<file path="src/rtl/sio_cfg_pkg.sv">
package sio_cfg_pkg;

  localparam int DATA_W   = 8;
  localparam int STRAP_W  = 5;
  localparam int NUM_REGS = 3;
  localparam int STEP_W   = 2;

  localparam logic [STEP_W-1:0] STEP_FIRST  = 2'd0;
  localparam logic [STEP_W-1:0] STEP_SECOND = 2'd1;
  localparam logic [STEP_W-1:0] STEP_DONE   = 2'd2;

  typedef struct packed {
    logic [DATA_W-1:0] pwr;
    logic [DATA_W-1:0] addr;
    logic [DATA_W-1:0] en;
  } cfg_set_t;

  function automatic logic [DATA_W-1:0] dflt_enable(input logic [STRAP_W-1:0] s);
    logic [DATA_W-1:0] v;
    case (s)
      5'd0, 5'd1, 5'd2, 5'd3, 5'd4, 5'd5:        v = 8'h4F;
      5'd6, 5'd7, 5'd8, 5'd9, 5'd10, 5'd11:      v = 8'h4B;
      5'd12, 5'd13, 5'd14, 5'd15:                v = 8'h0F;
      5'd16, 5'd17, 5'd18, 5'd19:                v = 8'h49;
      5'd20, 5'd21, 5'd22, 5'd23:                v = 8'h07;
      5'd24, 5'd25, 5'd26, 5'd27, 5'd28, 5'd29:  v = 8'h47;
      5'd30:                                     v = 8'h08;
      default:                                   v = 8'h00;
    endcase
    return v;
  endfunction

  function automatic logic [DATA_W-1:0] dflt_address(input logic [STRAP_W-1:0] s);
    logic [DATA_W-1:0] v;
    case (s)
      5'd6, 5'd16, 5'd19:                               v = 8'h00;
      5'd7, 5'd8, 5'd17, 5'd18:                         v = 8'h01;
      5'd10, 5'd11:                                     v = 8'h08;
      5'd9:                                             v = 8'h09;
      5'd0, 5'd12, 5'd20, 5'd24, 5'd30, 5'd31:          v = 8'h10;
      5'd1, 5'd2, 5'd13, 5'd21, 5'd25, 5'd26:           v = 8'h11;
      5'd4, 5'd15, 5'd23, 5'd28:                        v = 8'h24;
      5'd5, 5'd29:                                      v = 8'h38;
      default:                                          v = 8'h39;
    endcase
    return v;
  endfunction

  function automatic logic [DATA_W-1:0] dflt_power(input logic [STRAP_W-1:0] s);
    return (s == 5'd31) ? 8'h02 : 8'h00;
  endfunction

  function automatic cfg_set_t strap_defaults(input logic [STRAP_W-1:0] s);
    cfg_set_t c;
    c.en   = dflt_enable(s);
    c.addr = dflt_address(s);
    c.pwr  = dflt_power(s);
    return c;
  endfunction

  function automatic logic idx_in_range(input logic [DATA_W-1:0] idx);
    return idx < DATA_W'(NUM_REGS);
  endfunction

endpackage

</file>
<file path="src/rtl/sio_id_seq.sv">
module sio_id_seq
  import sio_cfg_pkg::*;
(
  input  logic              clk,
  input  logic              rst_n,
  input  logic              idx_wr,
  input  logic              idx_rd,
  output logic [STEP_W-1:0] step_o
);

  logic [STEP_W-1:0] step_q;
  logic              step_adv;

  assign step_adv = idx_rd && (step_q < STEP_DONE);

  always_ff @(posedge clk) begin
    if (!rst_n)        step_q <= STEP_FIRST;
    else if (idx_wr)   step_q <= STEP_DONE;
    else if (step_adv) step_q <= step_q + 1'b1;
  end

  assign step_o = step_q;

  // an index write ends the identification sequence
  a_r7_wr_ends_id: assert property (@(posedge clk) disable iff (!rst_n)
    idx_wr |=> step_o == STEP_DONE);

  // the step never moves backwards outside reset
  a_r6_step_monotonic: assert property (@(posedge clk) disable iff (!rst_n)
    1'b1 |=> step_o >= $past(step_o));

  // without an index access the step holds
  a_r9_step_idle: assert property (@(posedge clk) disable iff (!rst_n)
    !idx_wr && !idx_rd |=> $stable(step_o));

endmodule

</file>
<file path="src/rtl/sio_cfg_regfile.sv">
module sio_cfg_regfile
  import sio_cfg_pkg::*;
(
  input  logic                       clk,
  input  logic                       rst_n,
  input  logic [STRAP_W-1:0]         strap,
  input  logic                       idx_wr,
  input  logic                       dat_wr,
  input  logic [DATA_W-1:0]          wr_data,
  output logic [DATA_W-1:0]          sel_idx_o,
  output logic [NUM_REGS*DATA_W-1:0] regs_o
);

  localparam int IDX_SEL_W = $clog2(NUM_REGS);

  logic [DATA_W-1:0]          sel_q;
  logic [NUM_REGS*DATA_W-1:0] rst_vals;
  logic                       dat_wr_ok;
  logic                       dat_wr_drop;
  cfg_set_t                   dflt;

  assign dflt        = strap_defaults(strap);
  assign rst_vals    = dflt;
  assign dat_wr_ok   = dat_wr && idx_in_range(sel_q);
  assign dat_wr_drop = dat_wr && !idx_in_range(sel_q);

  always_ff @(posedge clk) begin
    if (!rst_n)      sel_q <= '0;
    else if (idx_wr) sel_q <= wr_data;
  end

  for (genvar g = 0; g < NUM_REGS; g++) begin : g_reg
    logic [DATA_W-1:0] r_q;
    logic              hit;
    assign hit = dat_wr_ok && (sel_q[IDX_SEL_W-1:0] == IDX_SEL_W'(g));
    always_ff @(posedge clk) begin
      if (!rst_n)   r_q <= rst_vals[g*DATA_W +: DATA_W];
      else if (hit) r_q <= wr_data;
    end
    assign regs_o[g*DATA_W +: DATA_W] = r_q;
  end

  assign sel_idx_o = sel_q;

  // index write captures the full byte
  a_r2_idx_capture: assert property (@(posedge clk) disable iff (!rst_n)
    idx_wr |=> sel_idx_o == $past(wr_data));

  // out-of-range data writes leave every register alone
  a_r4_drop_no_effect: assert property (@(posedge clk) disable iff (!rst_n)
    dat_wr_drop |=> $stable(regs_o));

  // registers change only through an accepted data write
  a_r3_change_needs_write: assert property (@(posedge clk) disable iff (!rst_n)
    !dat_wr_ok |=> $stable(regs_o));

endmodule

</file>
<file path="src/rtl/sio_rd_mux.sv">
module sio_rd_mux
  import sio_cfg_pkg::*;
#(
  parameter logic [DATA_W-1:0] ID_BYTE = 8'h88,
  parameter logic [DATA_W-1:0] ID_FILL = 8'h00
) (
  input  logic                       addr0,
  input  logic [STEP_W-1:0]          step,
  input  logic [DATA_W-1:0]          sel_idx,
  input  logic [NUM_REGS*DATA_W-1:0] regs,
  output logic [DATA_W-1:0]          rd_data
);

  logic [DATA_W-1:0] idx_val;
  logic [DATA_W-1:0] dat_val;

  always_comb begin
    case (step)
      STEP_FIRST:  idx_val = ID_BYTE;
      STEP_SECOND: idx_val = ID_FILL;
      default:     idx_val = sel_idx;
    endcase
  end

  always_comb begin
    dat_val = '0;
    for (int i = 0; i < NUM_REGS; i++) begin
      if (sel_idx == DATA_W'(i)) dat_val = regs[i*DATA_W +: DATA_W];
    end
  end

  assign rd_data = addr0 ? dat_val : idx_val;

endmodule

</file>
<file path="src/rtl/sio_cfg_port.sv">
module sio_cfg_port
  import sio_cfg_pkg::*;
(
  input  logic               clk,
  input  logic               rst_n,
  input  logic               addr0,
  input  logic               wr_en,
  input  logic               rd_en,
  input  logic [7:0]         wr_data,
  output logic [7:0]         rd_data,
  input  logic [4:0]         strap,
  output logic [7:0]         fn_enable,
  output logic [7:0]         fn_addr,
  output logic [7:0]         pwr_test
);

  logic                       idx_wr;
  logic                       idx_rd;
  logic                       dat_wr;
  logic [STEP_W-1:0]          step;
  logic [DATA_W-1:0]          sel_idx;
  logic [NUM_REGS*DATA_W-1:0] regs;

  assign idx_wr = wr_en && !addr0;
  assign idx_rd = rd_en && !addr0;
  assign dat_wr = wr_en && addr0;

  sio_id_seq u_seq (
    .clk    (clk),
    .rst_n  (rst_n),
    .idx_wr (idx_wr),
    .idx_rd (idx_rd),
    .step_o (step)
  );

  sio_cfg_regfile u_regs (
    .clk       (clk),
    .rst_n     (rst_n),
    .strap     (strap),
    .idx_wr    (idx_wr),
    .dat_wr    (dat_wr),
    .wr_data   (wr_data),
    .sel_idx_o (sel_idx),
    .regs_o    (regs)
  );

  sio_rd_mux u_mux (
    .addr0   (addr0),
    .step    (step),
    .sel_idx (sel_idx),
    .regs    (regs),
    .rd_data (rd_data)
  );

  assign fn_enable = regs[0*DATA_W +: DATA_W];
  assign fn_addr   = regs[1*DATA_W +: DATA_W];
  assign pwr_test  = regs[2*DATA_W +: DATA_W];

  // data reads at an out-of-range index return zero
  a_r5_oob_read_zero: assert property (@(posedge clk) disable iff (!rst_n)
    addr0 && !idx_in_range(sel_idx) |-> rd_data == 8'h00);

  // data reads at index 0 reflect the enable register
  a_r3_read_enable: assert property (@(posedge clk) disable iff (!rst_n)
    addr0 && sel_idx == 8'd0 |-> rd_data == fn_enable);

  // once the sequence is done, index reads echo the index
  a_r7_idx_echo: assert property (@(posedge clk) disable iff (!rst_n)
    !addr0 && step == STEP_DONE |-> rd_data == sel_idx);

endmodule

</file>
<file path="config.mk">
export PLATFORM = sky130hd
export DESIGN_NAME = sio_cfg_port
export DESIGN_NICKNAME = d
export VERILOG_FILES = /design/src/rtl/sio_cfg_pkg.sv /design/src/rtl/sio_id_seq.sv /design/src/rtl/sio_cfg_regfile.sv /design/src/rtl/sio_rd_mux.sv /design/src/rtl/sio_cfg_port.sv
export SDC_FILE = /design/constraint.sdc
export NUM_CORES = 1
export LEC_CHECK = 0
export BUFFER_PORTS_ARGS = -buffer_cell sky130_fd_sc_hd__clkbuf_2
export CAP_MARGIN = 30
export CORE_UTILIZATION = 44
export CTS_BUF_LIST = sky130_fd_sc_hd__clkbuf_4 sky130_fd_sc_hd__clkbuf_8
export CTS_CLUSTER_SIZE = 40
export DETAILED_ROUTE_END_ITERATION = 10
export GPL_TIMING_DRIVEN = 0
export PLACE_DENSITY = 0.77
export RECOVER_POWER = 100
export SETUP_SLACK_MARGIN = 0.1
export SLEW_MARGIN = 20
export SYNTH_ARGS = -nofsm -noshare
export SYNTH_HDL_FRONTEND = slang
export SYNTH_SLANG_ARGS = --single-unit
export TNS_END_PERCENT = 1
</file>
<file path="constraint.sdc">
create_clock -name clk -period 2.1 [get_ports clk]
set_clock_uncertainty 0.05 [all_clocks]
set_input_delay 0.42 -clock clk [delete_from_list [all_inputs] [get_ports clk]]
set_output_delay 0.42 -clock clk [all_outputs]
set_load 0.05 [all_outputs]
</file>
==> run_results.csv <==
group,metric,value,unit
routing,drc,0,
routing,vias_per_cell,5.561,
routing,wl_met3,297,µm
worst_hold_path,min_to,"u_regs.sel_idx_o[5]",
worst_setup_path,crit_required,1.63,ns
clock_tree,cts_sinks,34,
worst_setup_path,r2r-end,"u_regs.g_reg[0].r_q[0]",
routing,drtIter0Drc,149,
global_routing,grt_pass1_vias,1510,
worst_hold_path,min_delay_path_depth,3,
final_layout,n_antenna_cell,0,
worst_setup_path,rr_worst_depth,4,
global_routing,grt_max_degree,11,
sta,finalCritPeriodShare,112.1,%
clock_tree,h-tree-depth,2,
worst_setup_path,criticalPathCategory,"flop to output pin",
worst_setup_path,critPathCaptureType,"output pin",
synth,ys_seq_elements,34,
clock_tree,clk_latency,0.29,ns
power,p_leak,0.9801,nW
worst_hold_path,worstHoldStart,"wr_data[5]",
routing,wirelength,4828,µm
synth,yosysSeqAreaShare,48.33,%
sta,layout_setup_ws,-0.2548,ns
worst_setup_path,cp.arrival,1.88,ns
synth,syn_inst,198,
global_routing,grt_overflow,0,
worst_setup_path,r2r_slack,-0.12,ns
synth,yosys_most_used_dff,"edfxtp_1",
power,power.total,0.001973,W
final_layout,layout.nets,274,
global_routing,track_usage,22.49,%
sta,fmax,0.4247,GHz
synth,async_flop_share,0,%
synth,synth-edff-count,24,
floorplan,fp.dieH,67.81,µm
power,swShare,32.77,%
power,internal-power,0.001326,W
clock_tree,ctsHoldBuffers,0,
placement,dpl.cell_count,293,
power,power.share.clock,31.3,%
routing,antenna_left,0,
final_layout,final_common_cell,"clkbuf_1",
clock_tree,cts_tree,"yes",
clock_tree,clkTransAtPathRegs,0.06,ns
power,switching_power,0.0006465,W
routing,met2RoutedLength,2464,µm
synth,synth_cell_types,41,
power,peakVddDrop,295.4,µV
sta,finalSetupViolCount,16,
sta,rsz0062_at_grt,"true",
power,seqPwrFrac,41.1,%
placement,port_buffers,45,
power,comb_power_share,27.6,%
floorplan,rows,23,
synth,syn_nets,222,
synth,yosysTopAreaCell,"edfxtp_1",
final_layout,most-common-layout-cells,"clkbuf_1, nor2_1, a21oi_1, edfxtp_1, nand2_1",
worst_setup_path,cp-start-kind,"flop",
floorplan,io_pins,50,
outcome,violations,"setup timing",
synth,synth.avg_cell_area,9.624,µm²
global_routing,grt_pass1_wl,7396,µm
sta,drv_slew,0,
clock_tree,cts_setup_buffers,0,
floorplan,start_util,46.63,%
routing,dr_total_vias,1674,
routing,highest_layer,"met4",
sta,hold_viol_final,0,
power,power_density,806.1,nW/µm²
worst_setup_path,crit_fanout,8,
placement,dp_hpwl,3458,µm
synth,synth_top_cells_by_area,"edfxtp_1, dfxtp_1, a21oi_1, mux2i_1, nor2_1",
routing,detail_route.wl_per_cell,16.04,µm
sta,min_period,2.355,ns
sta,worstMarginPinSlew,0.7147,ns
floorplan,die_area,4598,µm²
floorplan,core_area,4086,µm²
clock_tree,cts_root_buf,"clkbuf_8",
placement,place_congestion,0.8325,
sta,timing.slew.headroom,52.35,%
final_layout,synthToLayoutAreaGrowth,28.43,%
synth,ys_warn_count,0,
floorplan,die_w,67.81,µm
final_layout,drive_gt1_share,21.51,%
outcome,outcome,"complete, but fails checks",
placement,place_ws,-0.2427,ns
final_layout,instances_no_fill,301,
routing,first_pass_iters,4,
routing,wl_met1,2000,µm
synth,synth_top_area_share,37.82,%
worst_hold_path,hold_class,"primary input to flop",
worst_setup_path,r2r-start,"u_regs.sel_idx_o[3]",
clock_tree,clockBufferDepth,2,
synth,syn_area,1906,µm²
flow_run,cap_violations,0,
global_routing,antenna_found_initial,0,
clock_tree,numCtsBuffers,5,
-- final cells by class --
cell class	instances	area, µm²
inverter	16	60.06
fill	367	1639
timing repair buffer	45	275.3
sequential	34	922.1
buffer	13	80.08
multi-input combinational	135	933.4
tap	50	62.56
clock buffer	7	83.83
clock inverter	1	30.03
-- cells by family (layout without fill, tap and decap cells) --
group           Yosys count  in the layout  synth area share, %
compound gates           52             52                16.28
mux                      13             13                7.551
buf+inv                  29             82                7.222
simple gates             63             63                15.82
xor+xnor                  1              1               0.8538
fa+ha+maj                 6              6                3.939
flops                    34             34                48.33
-- worst max-delay path, stage by stage, from the launching register on --
cell	delay, ns
dfxtp_2	0.34
or4_4	0.54
nor3_4	0.19
nand2_4	0.14
o22ai_2	0.22
buf_8	0.17
-- per-layer routing --
metal,track usage [%],vias up
li1,-,806
met1,28.71,798
met2,38.24,64
met3,4.000,6
met4,7.552,0
met5,0,-
-- synthesized netlist by cell type, drive strengths merged (4+ instances only) --
| master | number |
|---|---|
| buf | 7 |
| o21ai | 8 |
| nand3 | 4 |
| dfxtp | 10 |
| inv | 15 |
| o22ai | 8 |
| nand2 | 19 |
| ha | 6 |
| nand2b | 4 |
| a21oi | 25 |
| edfxtp | 24 |
| clkbuf | 6 |
| nor2 | 26 |
| mux2i | 11 |
-- power by group through the flow --
stage | clock (W) | sequential (W) | combinational (W)
CTS | 0.000614 | 0.000812 | 0.000537
detailed placement | 0 | 0.000826 | 0.000504
global placement | 0 | 0.000824 | 0.000497
finish | 0.000618 | 0.000811 | 0.000544
floorplan | 0 | 0.000935 | 0.000271
global route | 0.000645 | 0.000816 | 0.000583
-- per-stage QoR --
| step | util [%] | hold WS (ns) | cell area [µm²] | TNS (ns) |
|---|---|---|---|---|
| after floorplan | - | 0.4277 | 1956 | -0.3229 |
| after CTS | 60.01 | 0.3504 | 2452 | -3.026 |
| final | 59.89 | 0.3526 | 2447 | -2.811 |
| after global placement | 54.90 | 0.4510 | 2243 | -4.305 |
| after detailed placement | 54.90 | 0.4542 | 2243 | -5.953 |
| after global routing | 59.89 | 0.3707 | 2447 | -3.820 |
-- repair_timing --
item                       in CTS  in global routing
gates resized for setup        22                 10
setup endpoints to repair      32                 32
pin swaps                       0                  1
-- worst max path at each step --
stage,from,endpoint,slack (ns)
floorplan,u_regs.sel_idx_o[3],rd_data[2],-0.06
detailed placement,u_regs.sel_idx_o[3],u_regs.g_reg[0].r_q[5],-0.24
global placement,u_regs.sel_idx_o[3],u_regs.g_reg[0].r_q[1],-0.23
finish,u_regs.sel_idx_o[3],rd_data[2],-0.25
global route,u_regs.sel_idx_o[4],rd_data[6],-0.33
CTS,u_regs.sel_idx_o[3],rd_data[2],-0.28
-- registers in the layout, indices dropped and copies added, names as in the netlist --
| register | flops |
|---|---|
| u_regs.g.r_q | 24 |
| u_regs.sel_idx_o | 8 |
| u_seq.step_o | 2 |
(Power assumes the default switching activity.)
